--- src/rtl/sar_pkg.sv ---
package sar_pkg;
  typedef enum logic [0:0] {
    SAR_IDLE  = 1'b0,
    SAR_TRIAL = 1'b1
  } sar_state_e;
endpackage

--- src/rtl/sar_sync.sv ---
module sar_sync #(
  parameter int STAGES = 2
) (
  input  logic clk_i,
  input  logic rst_ni,
  input  logic d_i,
  output logic q_o
);
  logic [STAGES-1:0] chain_q;

  always_ff @(posedge clk_i or negedge rst_ni) begin
    if (!rst_ni) chain_q <= '0;
    else         chain_q <= {chain_q[STAGES-2:0], d_i};
  end

  assign q_o = chain_q[STAGES-1];
endmodule

--- src/rtl/sar_settle_cnt.sv ---
module sar_settle_cnt #(
  parameter int SETTLE_CLKS = 2
) (
  input  logic clk_i,
  input  logic rst_ni,
  input  logic load_i,
  output logic settled_o
);
  localparam int CW = $clog2(SETTLE_CLKS + 1);
  localparam logic [CW-1:0] LOAD_VAL = CW'(SETTLE_CLKS);

  logic [CW-1:0] cnt_q, cnt_d;
  logic          cnt_en;

  always_comb begin
    cnt_en = 1'b0;
    cnt_d  = cnt_q;
    if (load_i) begin
      cnt_en = 1'b1;
      cnt_d  = LOAD_VAL;
    end else if (cnt_q != '0) begin
      cnt_en = 1'b1;
      cnt_d  = cnt_q - 1'b1;
    end
  end

  always_ff @(posedge clk_i or negedge rst_ni) begin
    if (!rst_ni)     cnt_q <= '0;
    else if (cnt_en) cnt_q <= cnt_d;
  end

  assign settled_o = (cnt_q == '0);
endmodule

--- src/rtl/sar_bit_ctrl.sv ---
module sar_bit_ctrl
  import sar_pkg::*;
#(
  parameter int WIDTH = 8
) (
  input  logic             clk_i,
  input  logic             rst_ni,
  input  logic             start_i,
  input  logic             cmp_s_i,
  input  logic             settled_i,
  output logic             load_o,
  output logic [WIDTH-1:0] code_o,
  output logic             hold_o,
  output logic             done_o,
  output logic [WIDTH-1:0] result_o
);
  localparam logic [WIDTH-1:0] TOP_BIT = {1'b1, {(WIDTH-1){1'b0}}};

  sar_state_e       state_q, state_d;
  logic [WIDTH-1:0] code_q, code_d, mask_q, mask_d, res_q, res_d;
  logic [WIDTH-1:0] decided;
  logic             hold_q, hold_d, done_q, done_d;
  logic             step_en, res_en;

  always_comb begin
    state_d = state_q;
    code_d  = code_q;
    mask_d  = mask_q;
    hold_d  = hold_q;
    res_d   = res_q;
    done_d  = 1'b0;
    step_en = 1'b0;
    res_en  = 1'b0;
    load_o  = 1'b0;
    decided = cmp_s_i ? code_q : (code_q & ~mask_q);
    unique case (state_q)
      SAR_IDLE: begin
        if (start_i) begin
          state_d = SAR_TRIAL;
          code_d  = TOP_BIT;
          mask_d  = TOP_BIT;
          hold_d  = 1'b1;
          step_en = 1'b1;
          load_o  = 1'b1;
        end
      end
      SAR_TRIAL: begin
        if (settled_i) begin
          step_en = 1'b1;
          if (mask_q[0]) begin
            state_d = SAR_IDLE;
            code_d  = decided;
            hold_d  = 1'b0;
            done_d  = 1'b1;
            res_d   = decided;
            res_en  = 1'b1;
          end else begin
            mask_d = mask_q >> 1;
            code_d = decided | (mask_q >> 1);
            load_o = 1'b1;
          end
        end
      end
      default: state_d = SAR_IDLE;
    endcase
  end

  always_ff @(posedge clk_i or negedge rst_ni) begin
    if (!rst_ni) begin
      state_q <= SAR_IDLE;
      code_q  <= '0;
      mask_q  <= '0;
      hold_q  <= 1'b0;
    end else if (step_en) begin
      state_q <= state_d;
      code_q  <= code_d;
      mask_q  <= mask_d;
      hold_q  <= hold_d;
    end
  end

  always_ff @(posedge clk_i or negedge rst_ni) begin
    if (!rst_ni)     res_q <= '0;
    else if (res_en) res_q <= res_d;
  end

  always_ff @(posedge clk_i or negedge rst_ni) begin
    if (!rst_ni) done_q <= 1'b0;
    else         done_q <= done_d;
  end

  assign code_o   = code_q;
  assign hold_o   = hold_q;
  assign done_o   = done_q;
  assign result_o = res_q;
endmodule

--- src/rtl/sar_seq_top.sv ---
module sar_seq_top #(
  parameter int WIDTH       = 8,
  parameter int SETTLE_CLKS = 2
) (
  input  logic             clk_i,
  input  logic             rst_ni,
  input  logic             start_i,
  input  logic             cmp_i,
  output logic [WIDTH-1:0] dac_code_o,
  output logic             hold_o,
  output logic             done_o,
  output logic [WIDTH-1:0] result_o
);
  localparam int SYNC_STAGES = 2;

  if (SETTLE_CLKS < SYNC_STAGES) begin : g_bad_settle
    initial $error("SETTLE_CLKS must cover the synchronizer delay");
  end
  if (WIDTH < 2) begin : g_bad_width
    initial $error("WIDTH must be at least 2");
  end

  logic cmp_s, settled, load;

  sar_sync #(.STAGES(SYNC_STAGES)) u_sync (
    .clk_i  (clk_i),
    .rst_ni (rst_ni),
    .d_i    (cmp_i),
    .q_o    (cmp_s)
  );

  sar_settle_cnt #(.SETTLE_CLKS(SETTLE_CLKS)) u_settle (
    .clk_i     (clk_i),
    .rst_ni    (rst_ni),
    .load_i    (load),
    .settled_o (settled)
  );

  sar_bit_ctrl #(.WIDTH(WIDTH)) u_ctrl (
    .clk_i     (clk_i),
    .rst_ni    (rst_ni),
    .start_i   (start_i),
    .cmp_s_i   (cmp_s),
    .settled_i (settled),
    .load_o    (load),
    .code_o    (dac_code_o),
    .hold_o    (hold_o),
    .done_o    (done_o),
    .result_o  (result_o)
  );
endmodule

--- config.mk ---
export PLATFORM = sky130hd
export DESIGN_NAME = sar_seq_top
export DESIGN_NICKNAME = d
export VERILOG_FILES = /design/src/rtl/sar_pkg.sv /design/src/rtl/sar_sync.sv /design/src/rtl/sar_settle_cnt.sv /design/src/rtl/sar_bit_ctrl.sv /design/src/rtl/sar_seq_top.sv
export SDC_FILE = /design/constraint.sdc
export NUM_CORES = 1
export LEC_CHECK = 0
export ABC_AREA = 1
export BUFFER_PORTS_ARGS = -buffer_cell sky130_fd_sc_hd__buf_2
export CORE_MARGIN = 1.5
export CORE_UTILIZATION = 56
export DETAILED_ROUTE_END_ITERATION = 8
export PLACE_DENSITY = 0.79
export SLEW_MARGIN = 20
export SYNTH_ARGS = -nofsm -noshare
export SYNTH_HDL_FRONTEND = slang
export SYNTH_SLANG_ARGS = --single-unit
export TNS_END_PERCENT = 50
--- constraint.sdc ---
create_clock -name clk_i -period 2 [get_ports clk_i]
set_input_delay 0.3 -clock clk_i [delete_from_list [all_inputs] [get_ports clk_i]]
set_output_delay 0.3 -clock clk_i [all_outputs]
set_load 0.05 [all_outputs]
# Word-level counts from Yosys, hierarchy flattened
# Cells that the tools add are included.
# Widths: inputs -> output; s select.
# op_classes
addsub	1
n_mul	0
div_mod_pow	0
order_cmp	0
eq_ne	4
n_shift	0
muxes	27
bitwise	4
reduce_logical	8
# op_table
operator	n
$mux 8	6
$pmux 8 s2	2
$mux 1	13
$reduce_and 4->1	3
$and 8x8->8	1
$ne 2x2->1 const B	4
$not 8->8	1
$or 8x7->8	1
$pmux 1 s2	4
$mux 2	2
$reduce_bool 2->1	2
$reduce_and 3->1	1
$logic_not 2->1	1
$reduce_and 2->1	1
$sub 2x1->2 const B	1
$not 1->1	1
# totals
register_bits	31
latchBits	0
mem_bits_rw	0
romBits	0
input_bits	4
out_inout_bits	18
wordCells	53
mem_count	0

# Longest topological paths before layout
# logic_depth
word_depth	7
depth_mapped	8
ltp_nobuf	7

# Cells and area by module
# A second synthesis with hierarchy kept.
# hier_totals
hier_cells	164
hier_area_um2	1358.8
# modules_own_cells
mod	n_inst	cells_per_inst	area_each_um2	seq_area_each_um2
sar_bit_ctrl	1	148	1201.2	675.6
sar_settle_cnt	1	14	107.6	50.0
sar_sync	1	2	50.0	50.0

# Worst setup path before layout
# OpenSTA, ideal clock, no wires.
# synth_path
kind	flip-flop to flip-flop
start	register u_settle.cnt_q[0]
end	register u_ctrl.res_q[1], in the netlist u_ctrl.result_o[1]
setup_time_ns	0.120
arrival_ns	1.134
required_ns	1.880
slack_ns	0.746
path_stages_with_launch	9
n_path_buf	1
synth_period_minus_slack_ns	1.254
path_cell_list	dfrtp_1 -> inv_1 -> ha_1 -> nand2_1 -> nor2_2 -> inv_2 -> buf_6 -> nand2_1 -> o21ai_2
# synth_via
elab_chain_len	4
# synth_rtl
element	line_no	rtl
start, declared	sar_settle_cnt.sv:12	logic [CW-1:0] cnt_q, cnt_d;
start signal, assigned	sar_settle_cnt.sv:29	else if (cnt_en) cnt_q <= cnt_d;
$logic_not 2->1	sar_settle_cnt.sv:32	assign settled_o = (cnt_q == '0);
$mux 1 (2 in series)	n/a	
named net u_ctrl.done_d	sar_bit_ctrl.sv:22	logic hold_q, hold_d, done_q, done_d;
$reduce_and 4->1 (no source line)	n/a	
end signal, assigned	sar_bit_ctrl.sv:84	else if (res_en) res_q <= res_d;
end, declared	sar_bit_ctrl.sv:20	logic [WIDTH-1:0] code_q, code_d, mask_q, mask_d, res_q, res_d;
# The timed path passes the listed nets, and every way through them passes these cells.
# A chain may end at the register's enable or synchronous reset.

# Final worst setup path
# layout_path
start	register u_ctrl.state_q
end	register u_ctrl.code_q[5], in the netlist u_ctrl.code_o[5]
# layout_via
elab_chain_len	3
word_cells_on_any_way	6
classes_between	eq/ne: 2; mux: 2; bitwise: 1; reduce/logical: 1
# layout_rtl
element	line_no	rtl
start, declared	sar_bit_ctrl.sv:19	sar_state_e state_q, state_d;
start signal, assigned	sar_bit_ctrl.sv:75	state_q <= state_d;
$not 1->1	n/a	
$pmux 1 s2 or $ne 2x2->1 (tied branches)	n/a	
$reduce_and 3->1 (no source line)	n/a	
end signal, assigned	sar_bit_ctrl.sv:76	code_q <= code_d;
end, declared	sar_bit_ctrl.sv:20	
# Several ways; a longest one is shown, not always the timed one.

==> impl_metrics.toml <==
[run_status]
outcome = "finished with violations"
violated_checks = "hold timing"

[yosys]
ys_top_cells_by_count = "nand2_1, dfrtp_1, nor2_1"
syn-cell-area_sq_um = 1420
postSynthCellCount = 164
area_fraction_of_the_dominant_cell_type_after_synthesis_pct = 54.8
synth.distinct_cells = 21
cell_type_with_the_highest_aggregate_area_in_the_netlist = "dfrtp_1"
seq_area_frac_synth_pct = 54.8
synth.ff_latch_count = 31
synth.most_common_cell = "nand2_1"
primary_ff_master_synth = "dfrtp_1"
synth_edf_count = 0
postSynthNetCount = 170
ys_warn_count = 0
top_cells_by_area_in_the_synthesized_netlist = "dfrtp_1, nand2_1, nor2_1, inv_1, o21ai_0"
post_synth.cell_area_avg_sq_um = 8.63
async_reset_ff_share_pct = 100

[global_route]
grt_first_pass_wirelength_um = 4570
grt_overflow_total = 0
use_met3_pct = 6.78
number_of_global_route_vias_before_repair = 1108
grt_max_usage_layer = "met2"
groute.usage.overall_pct = 22.9
use_met2_pct = 36.6
grt_start_max_net_pins = 32
groute.layer.met1.usage_pct = 26.5
antenna_found_initial = 0

[finish]
design_area_sq_um = 1600
multi_input_area_sq_um = 510
drive_above_1_share_pct = 22.3
n_antenna_cell = 0
finalNetCount = 193
finish.cell_count_without_fillers = 218
layout.area.seq_sq_um = 776
layout-area-overhead-vs-synth_pct = 12.9
num-fill-cells = 202
share_of_the_core_filled_with_cells_in_the_final_layout_pct = 65.7

[drt]
drt-initial-drc-count = 56
routed_wl_um = 2650
detail_route.drc_violations = 0
routed-via-count = 1160
first_pass_iters = 6
detail_route.vias_per_cell = 5.32
routedWlPerCell_um = 12.2
final_antenna_net_count = 0

[worst_hold_path]
holdCritPathClass = "in2async"

[clock_tree]
cts_repair_resizes = 0
tritoncts_clock_tree = "done"
postCtsHoldBufs = 0
clockRootBuffer = "clkbuf_4"
cts.path.max_buffers = 2
cts_inserted_buffers = 5
clk_latency_ns = 0.34
clk_pin_slew_worst_paths_ns = 0.10
cts_setup_buffers = 0
numClockSinks = 31
cts_htree_levels = 2

[die]
num_io_pins = 22
core_area_sq_um = 2430
die_width_um = 53.3
die_height_um = 53.3
starting_density_of_the_core_pct = 58.2
total_die_area_sq_um = 2840
fp-row-count = 18

[timing]
max_slew.worst_pin.slew_ns = 0.662
maxSlewHeadroom_pct = 55.9
hold_slack_ns = -0.0169
timing.final.setup_violations = 0
setup_tns_ns = 0
timing.final.crit_share_pct = 76.6
rsz0062_at_grt = "false"
finalWorstPathRequiredPeriod_ns = 1.53
fmax_mhz = 653
timing_max_transition_violations_final = 0
hold_violations = 27
skew_ns = 0.0110

[worst_setup_path]
crit_chain = "inv_2, nand2_2, nand2_1, nand2_1, nor2_1, nor2_1"
crit_path_top_delay_cell = "dfrtp_1"
cp.buffers_inverters = 1
setup.worst_path.class = "reg2reg"
max_stage_delay_ns = 0.52
required_time_at_the_endpoint_of_the_critical_path_ns = 2.22
setup.worst_path.start_class = "register"
crit-reg2reg-launch = "u_ctrl.state_q"
critPathTopFamily = "simple AND/OR/NAND/NOR gates"
critical_path.reg2reg.endpoint = "u_ctrl.code_o[5]"
timing.critical_path.arrival_ns = 1.76
worst-path-stages = 6
crit_path_max_fanout = 11
critical_path_startpoint = "u_ctrl.state_q"
r2r_slack_ns = 0.47
worst-r2r-cell-count = 6
end_kind = "register"

[power]
cellInternalPower_mw = 1.52
p_comb_share_pct = 48.7
powerDensity_nw_per_um2 = 1860
pwr-share-seq_pct = 34.2
p_switching_mw = 1.45
p_leak_nw = 0.863
irDropWorstVdd_mv = 1.10
sw_frac_of_total_pct = 48.9
power_frac_clock_pct = 17.1

[place]
finalWeightedCongestion = 0.922
detailed_place.area_sq_um = 1510
dp_hpwl_um = 1990
post-place-cells = 210
port_buffers = 21

[job]
maxcap_violations = 0
cells in the final DEF (no fill, tap or decap), types with 2 or more instances in the layout:
cell / netlist / routed
buf_2: 1 / 21
inv_2: 2 / 2
a21oi_1: 2 / 2
o21ai_1: 3 / 3
o21ai_2: 5 / 5
nand3_1: 9 / 9
nor2_1: 24 / 24
o21ai_0: 12 / 12
dfrtp_1: 31 / 31
nand2_1: 41 / 41
clkbuf_4: 0 / 5
nor2_2: 2 / 2
ha_1: 2 / 2
inv_1: 20 / 20
routing by layer:
metal,up-vias,part of all wire (%)
met5,-,0
met4,0,3.1
met3,12,6.0
met2,46,47
met1,547,44
li1,555,-
cells by family (layout without fill, tap and decap cells):
family / after synthesis / in the layout / synth area share, %
buf+inv: 27 / 51 / 9.11
flops: 31 / 31 / 54.8
compound gates: 25 / 25 / 11.4
simple gates: 79 / 79 / 22.9
fa+ha+maj: 2 / 2 / 1.77
power by group through the flow:
stage	registers [mW]	clock network, mW	logic (mW)
after global routing	1.05	0.554	1.60
after floorplan	1.47	0	0.764
after global placement	1.01	0	1.40
final	1.02	0.508	1.45
after CTS	1.01	0.519	1.46
after detailed placement	1.02	0	1.46
metrics by stage:
step	hold slack [ns]	power, mW	worst slack [ns]
6_report	-0.0169	2.97	0.467
4_1_cts	0.000290	2.99	0.475
3_3_place_gp	0.333	2.42	0.591
3_5_place_dp	0.335	2.48	0.494
5_1_grt	0.0305	3.20	0.303
2_1_floorplan	0.00441	2.23	0.746
flip-flops by register name, summed over array words and instances, names as in the netlist:
signal and flops:
u_ctrl.mask_q 8, u_ctrl.hold_o 1, u_ctrl.result_o 8, u_settle.cnt_q 2
u_ctrl.state_q 1, u_ctrl.done_o 1, u_ctrl.code_o 8, u_sync.chain_q 2
worst max-delay path by stage:
stage / endpoint / slack, ns
after floorplan: u_ctrl.result_o[1] / 0.75
after global placement: u_ctrl.code_o[4] / 0.59
after detailed placement: u_ctrl.code_o[6] / 0.49
after CTS: u_ctrl.code_o[6] / 0.48
after global routing: u_ctrl.code_o[5] / 0.30
final: u_ctrl.code_o[5] / 0.47
worst register-to-register path, delay by kind of cell, from the launching register on:
kind,cells,cell delay [ns]
flip-flops,1,0.52
buffers and inverters,1,0.19
AND/OR/NAND/NOR,5,0.72
layout make-up:
cell class	instances	share of cell area (%)
clock inverter	2	2.19
clock buffer	6	3.21
tap	30	2.35
inverter	22	5.17
sequential	31	48.6
timing repair buffer	21	6.58
multi-input combinational	106	31.9
No activity file was read; power rests on OpenSTA's default activity.
